$ cat src/rtl/sdram_cmd_monitor.sv
module sdram_cmd_monitor #(
  parameter int CW = 4
) (
  input  logic          clk,
  input  logic          rst,
  input  logic          cke,
  input  logic          cs_n,
  input  logic          ras_n,
  input  logic          cas_n,
  input  logic          we_n,
  input  logic          a10,
  input  logic [CW-1:0] t_rcd,
  input  logic [CW-1:0] t_rp,
  input  logic [CW-1:0] t_rc,
  input  logic [CW-1:0] t_dpl,
  input  logic [CW-1:0] burst_len,
  output logic [2:0]    state_o,
  output logic [3:0]    cmd_o,
  output logic          illegal_o
);
  localparam logic [3:0] C_DESL = 4'd0, C_NOP = 4'd1, C_BST = 4'd2, C_READ = 4'd3,
                         C_WRIT = 4'd4, C_ACT = 4'd5, C_PRE = 4'd6, C_REF = 4'd7,
                         C_MRS  = 4'd8, C_SUSP = 4'd9;
  localparam logic [2:0] S_IDLE = 3'd0, S_ACT = 3'd1, S_WBURST = 3'd2, S_WREC = 3'd3,
                         S_WRECAP = 3'd4, S_PRECH = 3'd5, S_AREF = 3'd6, S_MRSET = 3'd7;
  localparam logic [CW-1:0] ZERO = '0;
  localparam logic [CW-1:0] ONE  = CW'(1);

  logic [2:0]    state, nxt;
  logic [CW-1:0] cnt, cnt_n, rcd, rcd_n;
  logic          ap, ap_n, cke_q, legal, nopc;
  logic [3:0]    cmd, eff;

  wire [CW-1:0] ld_rcd = (t_rcd == ZERO) ? ZERO : t_rcd - ONE;
  wire [CW-1:0] ld_rp  = (t_rp  == ZERO) ? ZERO : t_rp  - ONE;
  wire [CW-1:0] ld_rc  = (t_rc  == ZERO) ? ZERO : t_rc  - ONE;
  wire [CW-1:0] ld_dpl = (t_dpl == ZERO) ? ZERO : t_dpl - ONE;
  wire [CW-1:0] ld_bl  = (burst_len == ZERO) ? ZERO : burst_len - ONE;
  wire          expire = (cnt == ZERO);

  always_comb begin
    if (cs_n) cmd = C_DESL;
    else begin
      case ({ras_n, cas_n, we_n})
        3'b111:  cmd = C_NOP;
        3'b110:  cmd = C_BST;
        3'b101:  cmd = C_READ;
        3'b100:  cmd = C_WRIT;
        3'b011:  cmd = C_ACT;
        3'b010:  cmd = C_PRE;
        3'b001:  cmd = C_REF;
        default: cmd = C_MRS;
      endcase
    end
  end

  assign nopc = (cmd == C_DESL) || (cmd == C_NOP) || (cmd == C_BST);

  always_comb begin
    legal = 1'b1;
    case (state)
      S_IDLE:   legal = !(cmd == C_READ || cmd == C_WRIT);
      S_ACT:    legal = !(cmd == C_ACT || cmd == C_REF || cmd == C_MRS ||
                          ((cmd == C_READ || cmd == C_WRIT) && rcd != ZERO));
      S_WBURST: legal = !(cmd == C_ACT || cmd == C_PRE || cmd == C_REF || cmd == C_MRS ||
                          (ap && (cmd == C_READ || cmd == C_WRIT || cmd == C_BST)));
      S_WREC:   legal = !(cmd == C_ACT || cmd == C_PRE || cmd == C_REF || cmd == C_MRS);
      S_MRSET:  legal = (cmd == C_DESL) || (cmd == C_NOP);
      default:  legal = nopc;
    endcase
  end

  assign eff = legal ? cmd : C_NOP;

  always_comb begin
    nxt   = state;
    cnt_n = expire ? cnt : cnt - ONE;
    ap_n  = ap;
    rcd_n = (rcd == ZERO) ? rcd : rcd - ONE;
    case (state)
      S_IDLE: begin
        if (eff == C_ACT) begin nxt = S_ACT; rcd_n = ld_rcd; end
        else if (eff == C_REF) begin nxt = S_AREF; cnt_n = ld_rc; end
        else if (eff == C_MRS) begin nxt = S_MRSET; cnt_n = ONE; end
      end
      S_ACT, S_WBURST, S_WREC: begin
        if (eff == C_READ) begin
          if (a10) begin nxt = S_PRECH; cnt_n = ld_rp; end
          else nxt = S_ACT;
        end else if (eff == C_WRIT) begin
          nxt = S_WBURST; cnt_n = ld_bl; ap_n = a10;
        end else if (eff == C_PRE) begin
          nxt = S_PRECH; cnt_n = ld_rp;
        end else if (state == S_WBURST && (eff == C_BST || expire)) begin
          nxt = (ap && eff != C_BST) ? S_WRECAP : S_WREC; cnt_n = ld_dpl;
        end else if (state == S_WREC && expire) begin
          nxt = S_ACT;
        end
      end
      S_WRECAP: if (expire) begin nxt = S_PRECH; cnt_n = ld_rp; end
      default:  if (expire) nxt = S_IDLE;
    endcase
  end

  always_ff @(posedge clk) cke_q <= cke;

  always_ff @(posedge clk) begin
    if (rst) begin
      state <= S_IDLE; cnt <= ZERO; rcd <= ZERO; ap <= 1'b0;
      illegal_o <= 1'b0; cmd_o <= C_DESL;
    end else if (!cke_q) begin
      illegal_o <= 1'b0; cmd_o <= C_SUSP;
    end else begin
      state <= nxt; cnt <= cnt_n; rcd <= rcd_n; ap <= ap_n;
      illegal_o <= !legal; cmd_o <= cmd;
    end
  end

  assign state_o = state;

  a_r13_reset_idle: assert property (@(posedge clk)
    rst |=> (state_o == S_IDLE && !illegal_o && cmd_o == C_DESL));
  a_r2_suspend_freeze: assert property (@(posedge clk) disable iff (rst)
    !cke_q |=> ($stable(state_o) && !illegal_o && cmd_o == C_SUSP));
  a_r3_idle_rdwr_flag: assert property (@(posedge clk) disable iff (rst)
    (cke_q && state_o == S_IDLE && !cs_n && ras_n && !cas_n) |=> illegal_o);
  a_r12_untimed_hold: assert property (@(posedge clk) disable iff (rst)
    (illegal_o && ($past(state_o) == S_IDLE || $past(state_o) == S_ACT)) |-> state_o == $past(state_o));
  a_r8_wrecap_exit: assert property (@(posedge clk) disable iff (rst)
    state_o == S_WRECAP |=> (state_o == S_WRECAP || state_o == S_PRECH));
  a_r10_aref_exit: assert property (@(posedge clk) disable iff (rst)
    state_o == S_AREF |=> (state_o == S_AREF || state_o == S_IDLE));
  a_r11_mrs_exit: assert property (@(posedge clk) disable iff (rst)
    state_o == S_MRSET |=> (state_o == S_MRSET || state_o == S_IDLE));
  a_r7_wrec_targets: assert property (@(posedge clk) disable iff (rst)
    state_o == S_WREC |=> (state_o != S_IDLE && state_o != S_AREF && state_o != S_MRSET && state_o != S_WRECAP));
endmodule

$ cat config.mk
export PLATFORM = sky130hd
export DESIGN_NAME = sdram_cmd_monitor
export DESIGN_NICKNAME = d
export VERILOG_FILES = /design/src/rtl/sdram_cmd_monitor.sv
export SDC_FILE = /design/constraint.sdc
export NUM_CORES = 1
export LEC_CHECK = 0
export BUFFER_PORTS_ARGS = -buffer_cell sky130_fd_sc_hd__buf_4
export CELL_PAD_IN_SITES_DETAIL_PLACEMENT = 1
export CELL_PAD_IN_SITES_GLOBAL_PLACEMENT = 2
export CORE_AREA = 10 10 99 101
export DETAILED_ROUTE_END_ITERATION = 10
export DIE_AREA = 0 0 109 111
export PLACE_DENSITY_LB_ADDON = 0.1
export SLEW_MARGIN = 5
export SYNTH_ARGS = -nofsm -noshare
export SYNTH_HDL_FRONTEND = slang
export SYNTH_SLANG_ARGS = --single-unit
$ cat constraint.sdc
create_clock -name clk -period 2.55 [get_ports clk]
set_input_delay 0.1275 -clock clk [delete_from_list [all_inputs] [get_ports clk]]
set_output_delay 0.1275 -clock clk [all_outputs]
set_load 0.02 [all_outputs]
# == Yosys cells after proc, flatten, opt, wreduce, memory -nomap -nowiden ==
# Cells that the tools add are included.
# classes
addsub,7
eq_ne,31
mux,37
bitwise,2
n_reduce_logical,37
# op_table
cell,count
4-bit two-way mux,21
3-bit two-way mux,12
"4-bit by 3-bit == test with 1-bit output, second input constant",8
4-bit logical NOT,8
4-bit case mux with 7 select lines,1
"4-bit by 1-bit subtractor with 4-bit output, second input constant",7
"3-bit == test, second input constant",6
"4-bit by 2-bit == test with 1-bit output, second input constant",4
"3-bit by 2-bit == test with 1-bit output, second input constant",4
1-bit logical OR,12
4-bit case mux with 3 select lines,1
3-bit case mux with 3 select lines,1
"4-bit == test, second input constant",2
"3-bit by 1-bit == test with 1-bit output, second input constant",2
"6-bit inequality test, second input constant",1
1-bit logical AND,5
1-bit logical NOT,5
1-bit case mux with 5 select lines,1
5-bit AND reduction,1
"4-bit by 1-bit == test with 1-bit output, second input constant",1
"4-bit by 2-bit inequality test with 1-bit output, second input constant",1
"4-bit inequality test, second input constant",1
4-bit AND reduction,1
4-bit nonzero test,1
other kinds (6),7
# word_totals
register_bits,18
in_bits,28
output_inout_bits,8
word_cells,122

# == Longest topological paths before layout ==
# depth
ltp_word,19
mapped_depth,13
ltp_nobuf,10

# == Least setup slack after synthesis ==
# No wires, ideal clock.
# synth_path
path_type,in2reg
from,input cas_n
to,"register state[0], in the netlist state_o[0]"
setup_time_ps,121
arrival_ps,2635
t_required_ps,2429
setup_slack_ps,-206
stages,11
n_path_buf,1
cell_sequence,inv_1 > ha_1 > buf_6 > or4_1 > o22ai_1 > a2111o_2 > o211ai_2 > nand4_2 > or4b_1 > and2_4 > mux2_4
# synth_between
elab_chain_len,19
elab_cells_between_ends,59
cone_classes,eq/ne: 25; mux: 12; reduce/logical: 22
# synth_lines
element,line_no,text
start: declaration,9,"input logic cas_n,"
3-bit by 1-bit == test with 1-bit output (tied with other cells),44,"case ({ras_n, cas_n, we_n})"
4-bit case mux with 7 select lines (*),44,
4-bit two-way mux (*),42,if (cs_n) cmd = C_DESL;
4-bit by 3-bit == test with 1-bit output (tied with other cells),"63, 65, 67",
"1-bit logical OR, on equally long branches",-,
"1-bit logical OR, on equally long branches","65, 67, 66",
1-bit logical OR or 1-bit logical AND (tied branches),"65, 67, 66",
1-bit logical OR,65,S_WBURST: legal = !(cmd == C_ACT || cmd == C_PRE || cmd == C_REF || cmd == C_MRS ||
(+3 left out),-,
4-bit by 2-bit inequality test with 1-bit output or 4-bit by 2-bit == test with 1-bit output (tied branches),"95, 94",
1-bit logical AND or 1-bit logical OR (tied branches),"95, 94",
3-bit two-way mux or 1-bit logical AND (tied branches),"95, 94",
3-bit two-way mux,94,end else if (state == S_WBURST && (eff == C_BST || expire)) begin
3-bit two-way mux,92,end else if (eff == C_PRE) begin
3-bit two-way mux,90,end else if (eff == C_WRIT) begin
3-bit two-way mux,87,if (eff == C_READ) begin
3-bit case mux with 3 select lines,80,case (state)
end signal: assignment,114,state <= nxt; cnt <= cnt_n; rcd <= rcd_n; ap <= ap_n;
end: declaration,29,"logic [2:0] state, nxt;"
# Mark *: on every way between the ends. The rest lies on a longest branch, timed or not.
# A chain may end at the register's enable or synchronous reset.

# == Worst setup path after layout ==
# Same ends and word-level chain as after synthesis.

==> summary.md <==
| Metric | Value |
|---|---|
| Status | `finished with violations` |
| Violated checks | `setup timing` |
| F_max | `0.378 GHz` |
| Total GRT Usage | `14.5%` |
| DR vias/cell | `5.24` |
| Top delay family on crit path | `simple AND/OR/NAND/NOR gates` |
| Area added between synthesis and finish | `54.3%` |
| Hold Crit Depth | `2` |
| R2R setup slack | `0.01 ns` |
| Starting Density | `27.8%` |
| Cells after synthesis | `319` |
| Main synth FF type | `dfxtp_1` |
| Non-Filler Instances | `519` |
| Worst path max stage delay | `0.54 ns` |
| Global-route wire length before repair | `14,700 um` |
| Crit-path cells | `buf_8, clkinvlp_4, buf_6, ha_4, nor2b_4, or3_4, a311oi_4, buf_4, o211a_1, nor2_1, or4b_4, and2_4, mux2_4` |
| Max cap viols | `0` |
| P per Cell Area | `812 nW/um^2` |
| Peak VDD IR | `0.000221 V` |
| Post-route DRC | `0` |
| Root buffer cell | `clkbuf_8` |
| Worst-path fanout max | `4` |
| Min Tclk post-route | `2.65 ns` |
| Core area | `7970 um^2` |
| RSZ-0062 raised after global routing | `true` |
| Initial antenna violation count | `0` |
| CP Buf/Inv Count | `4` |
| H-tree level count | `1` |
| Reg clk slew, reported paths | `0.08 ns` |
| Critical path arrival | `2.81 ns` |
| Netlist cell types | `63` |
| Worst-Margin Slew | `0.643 ns` |
| Hold Fails Final Rpt | `0` |
| Synthesized area | `2220 um^2` |
| Die Y | `111 um` |
| Cell Rows | `33` |
| Overall routed net length | `8740 um` |
| Setup TNS | `-0.239 ns` |
| Share of layout cells above drive strength 1 | `40.1%` |
| Leakage power | `1.46 nW` |
| Synth async-reset ratio | `0%` |
| R2R depth | `11` |
| Nets@finish | `457` |
| R2r startpoint | `rcd[0]` |
| Max clock buf depth | `2` |
| Setup crit start kind | `primary input` |
| GR Util met1 | `17.8%` |
| Post-route setup slack | `-0.0987 ns` |
| DR iter-0 viols | `102` |
| Port Buf Inserts | `35` |
| # setup viols final | `4` |
| Clock tree from TritonCTS | `built` |
| Vias | `2,718` |
| Crit path max-delay cell type | `or4b_4` |
| Grt ovf | `0` |
| Die area | `12,100 um^2` |
| Number of CTS-inserted buffers | `3` |
| Cells after DPL | `503` |
| CP endpoint kind | `flip-flop` |
| M3 GR Usage | `2.09%` |
| Worst-skew pair later-pin latency | `0.26 ns` |
| Pre-antenna DRT Iters | `4` |
| Die width | `109 um` |
| Busiest layer in global routing | `met2` |
| Slew Viols, Final | `0` |
| Largest net degree at the start of global routing | `19` |
| Fin Clk Skew | `0.00572 ns` |
| YS warnings | `0` |
| Routability congestion estimate from global placement | `0.820` |
| Hold Crit Class | `primary input to flip-flop` |
| Filler cells | `1,007` |
| Routed length per instance | `16.8 um` |
| Tcrit/Tclk final | `104%` |
| Worst hold endpoint | `rcd[1]` |
| Met2 Usage GRT | `25.9%` |
| # IOs | `36` |
| WP data required | `2.71 ns` |
| Register area share after synthesis | `16.2%` |
| RR Endpoint | `state_o[0]` |
| Hold path startpoint | `rst` |
| Antenna fix cells | `0` |
| Most common cell after layout, fill and taps aside | `buf_4` |
| Register bit total from synthesis | `18` |
| Slew headroom | `56.7%` |
| Post-synth EDFFs | `0` |
| Syn Nets | `361` |
| Worst Setup Path Type | `primary input to flip-flop` |
| Most frequent cells in the layout | `buf_4, nor2_1, nand2_1, a21oi_1` |
| Syn_area_per_cell | `6.95 um^2` |
| Clock Sinks | `18` |
| Post-route ant nets | `0` |
| Number of global-route vias before repair | `2,932` |
| HPWL Detailed | `7020 um` |
logic make-up after synthesis:
kind of cell	Yosys count	share of synthesized area (%)
AND/OR/NAND/NOR	150	35.5
AO/OA/AOI/OAI	91	27.8
buffers and inverters	32	5.81
flip-flops	18	16.2
adder cells (fa/ha/maj)	14	7.90
multiplexers	13	6.32
XOR/XNOR	1	0.395
sequential cells by signal, summed over array words and instances (netlist names):
register and count:
rcd 4, cke_q 1, cnt 4, state_o 3
illegal_o 1, ap 1, cmd_o 4
worst max path at each step:
stage	startpoint	end	slack, ns	cells after the start
6_report	cas_n	state_o[0]	-0.1	13
5_1_grt	cas_n	state_o[0]	-0.17	13
4_1_cts	cas_n	cnt[3]	-0.04	12
3_5_place_dp	cas_n	state_o[0]	-0.38	11
3_3_place_gp	cas_n	state_o[0]	-0.29	12
2_1_floorplan	cas_n	state_o[0]	-0.09	10
through the flow:
stage	hold WS [ns]	area, um^2	setup slack [ns]	power [mW]	util [%]
final	0.198	3420	-0.0987	2.78	42.9
after detailed placement	0.234	3070	-0.383	2.31	38.5
after CTS	0.185	3210	-0.0428	2.64	40.3
after global routing	0.217	3420	-0.169	3.02	42.9
after global placement	0.234	3070	-0.293	2.29	38.5
after floorplan	0.155	2300	-0.0920	1.59	-
worst register-to-register path: stages, from the launching register on:
cell,delay [ns]
dfxtp_1,0.31
inv_1,0.08
ha_1,0.19
nor3b_4,0.20
nand2_1,0.10
a2111o_2,0.47
o211ai_4,0.14
buf_6,0.16
o21ai_2,0.05
a221oi_2,0.24
and2_4,0.20
mux2_4,0.29
layout make-up:
| cell class | count | area, um^2 | share of cell area (%) |
|---|---|---|---|
| Inverter | 16 | 63.8 | 1.86 |
| Tap cell | 105 | 131 | 3.84 |
| Clock buffer | 4 | 55.1 | 1.61 |
| Sequential cell | 18 | 360 | 10.5 |
| Multi-Input combinational cell | 269 | 1960 | 57.2 |
| Timing Repair Buffer | 107 | 855 | 25.0 |
report_power, final:
part	leakage (nW)	total [mW]	switching, mW	internal [mW]
logic	1.28	2.13	1.13	1.01
registers	0.148	0.400	0.0573	0.342
clock network	0.0288	0.247	0.110	0.138
total	1.46	2.78	1.29	1.49
per-layer routing:
layer  share of wire (%)  routed length, um
met1                  45               3900
met2                  51               4480
met3                 2.4                214
met4                 1.6                142
met5                   0                  0
cell usage after synthesis (3+ instances only):
master    count  area [um^2]
nor2_1       43          161
a21oi_1      24          120
nand2_1      24         90.1
nor3_1       21          105
o21ai_0      21          105
dfxtp_1      18          360
inv_1        16         60.1
ha_1         14          175
clkbuf_1     12         45.0
nand3_1       9         45.0
mux2i_1       8         80.1
nand2b_1      8         50.1
or3_1         7         43.8
nor2b_1       6         37.5
a211oi_1      5         37.5
a31oi_1       5         31.3
or2_2         5         31.3
mux2_2        4         45.0
nand4_1       4         25.0
a21o_1        3         22.5
nor3b_1       3         22.5
o21ai_1       3         15.0
o22ai_1       3         18.8
what timing repair did:
item / CTS / global route
endpoints found under the setup margin: 9 / 12
resized for setup: 13 / 34
pin swaps: 6 / 20
buffers inserted: 2 / 11
hold endpoints to repair: 1 / 0
hold buffers: 1 / 0
Note: power is estimated with default switching activity, not from simulation.
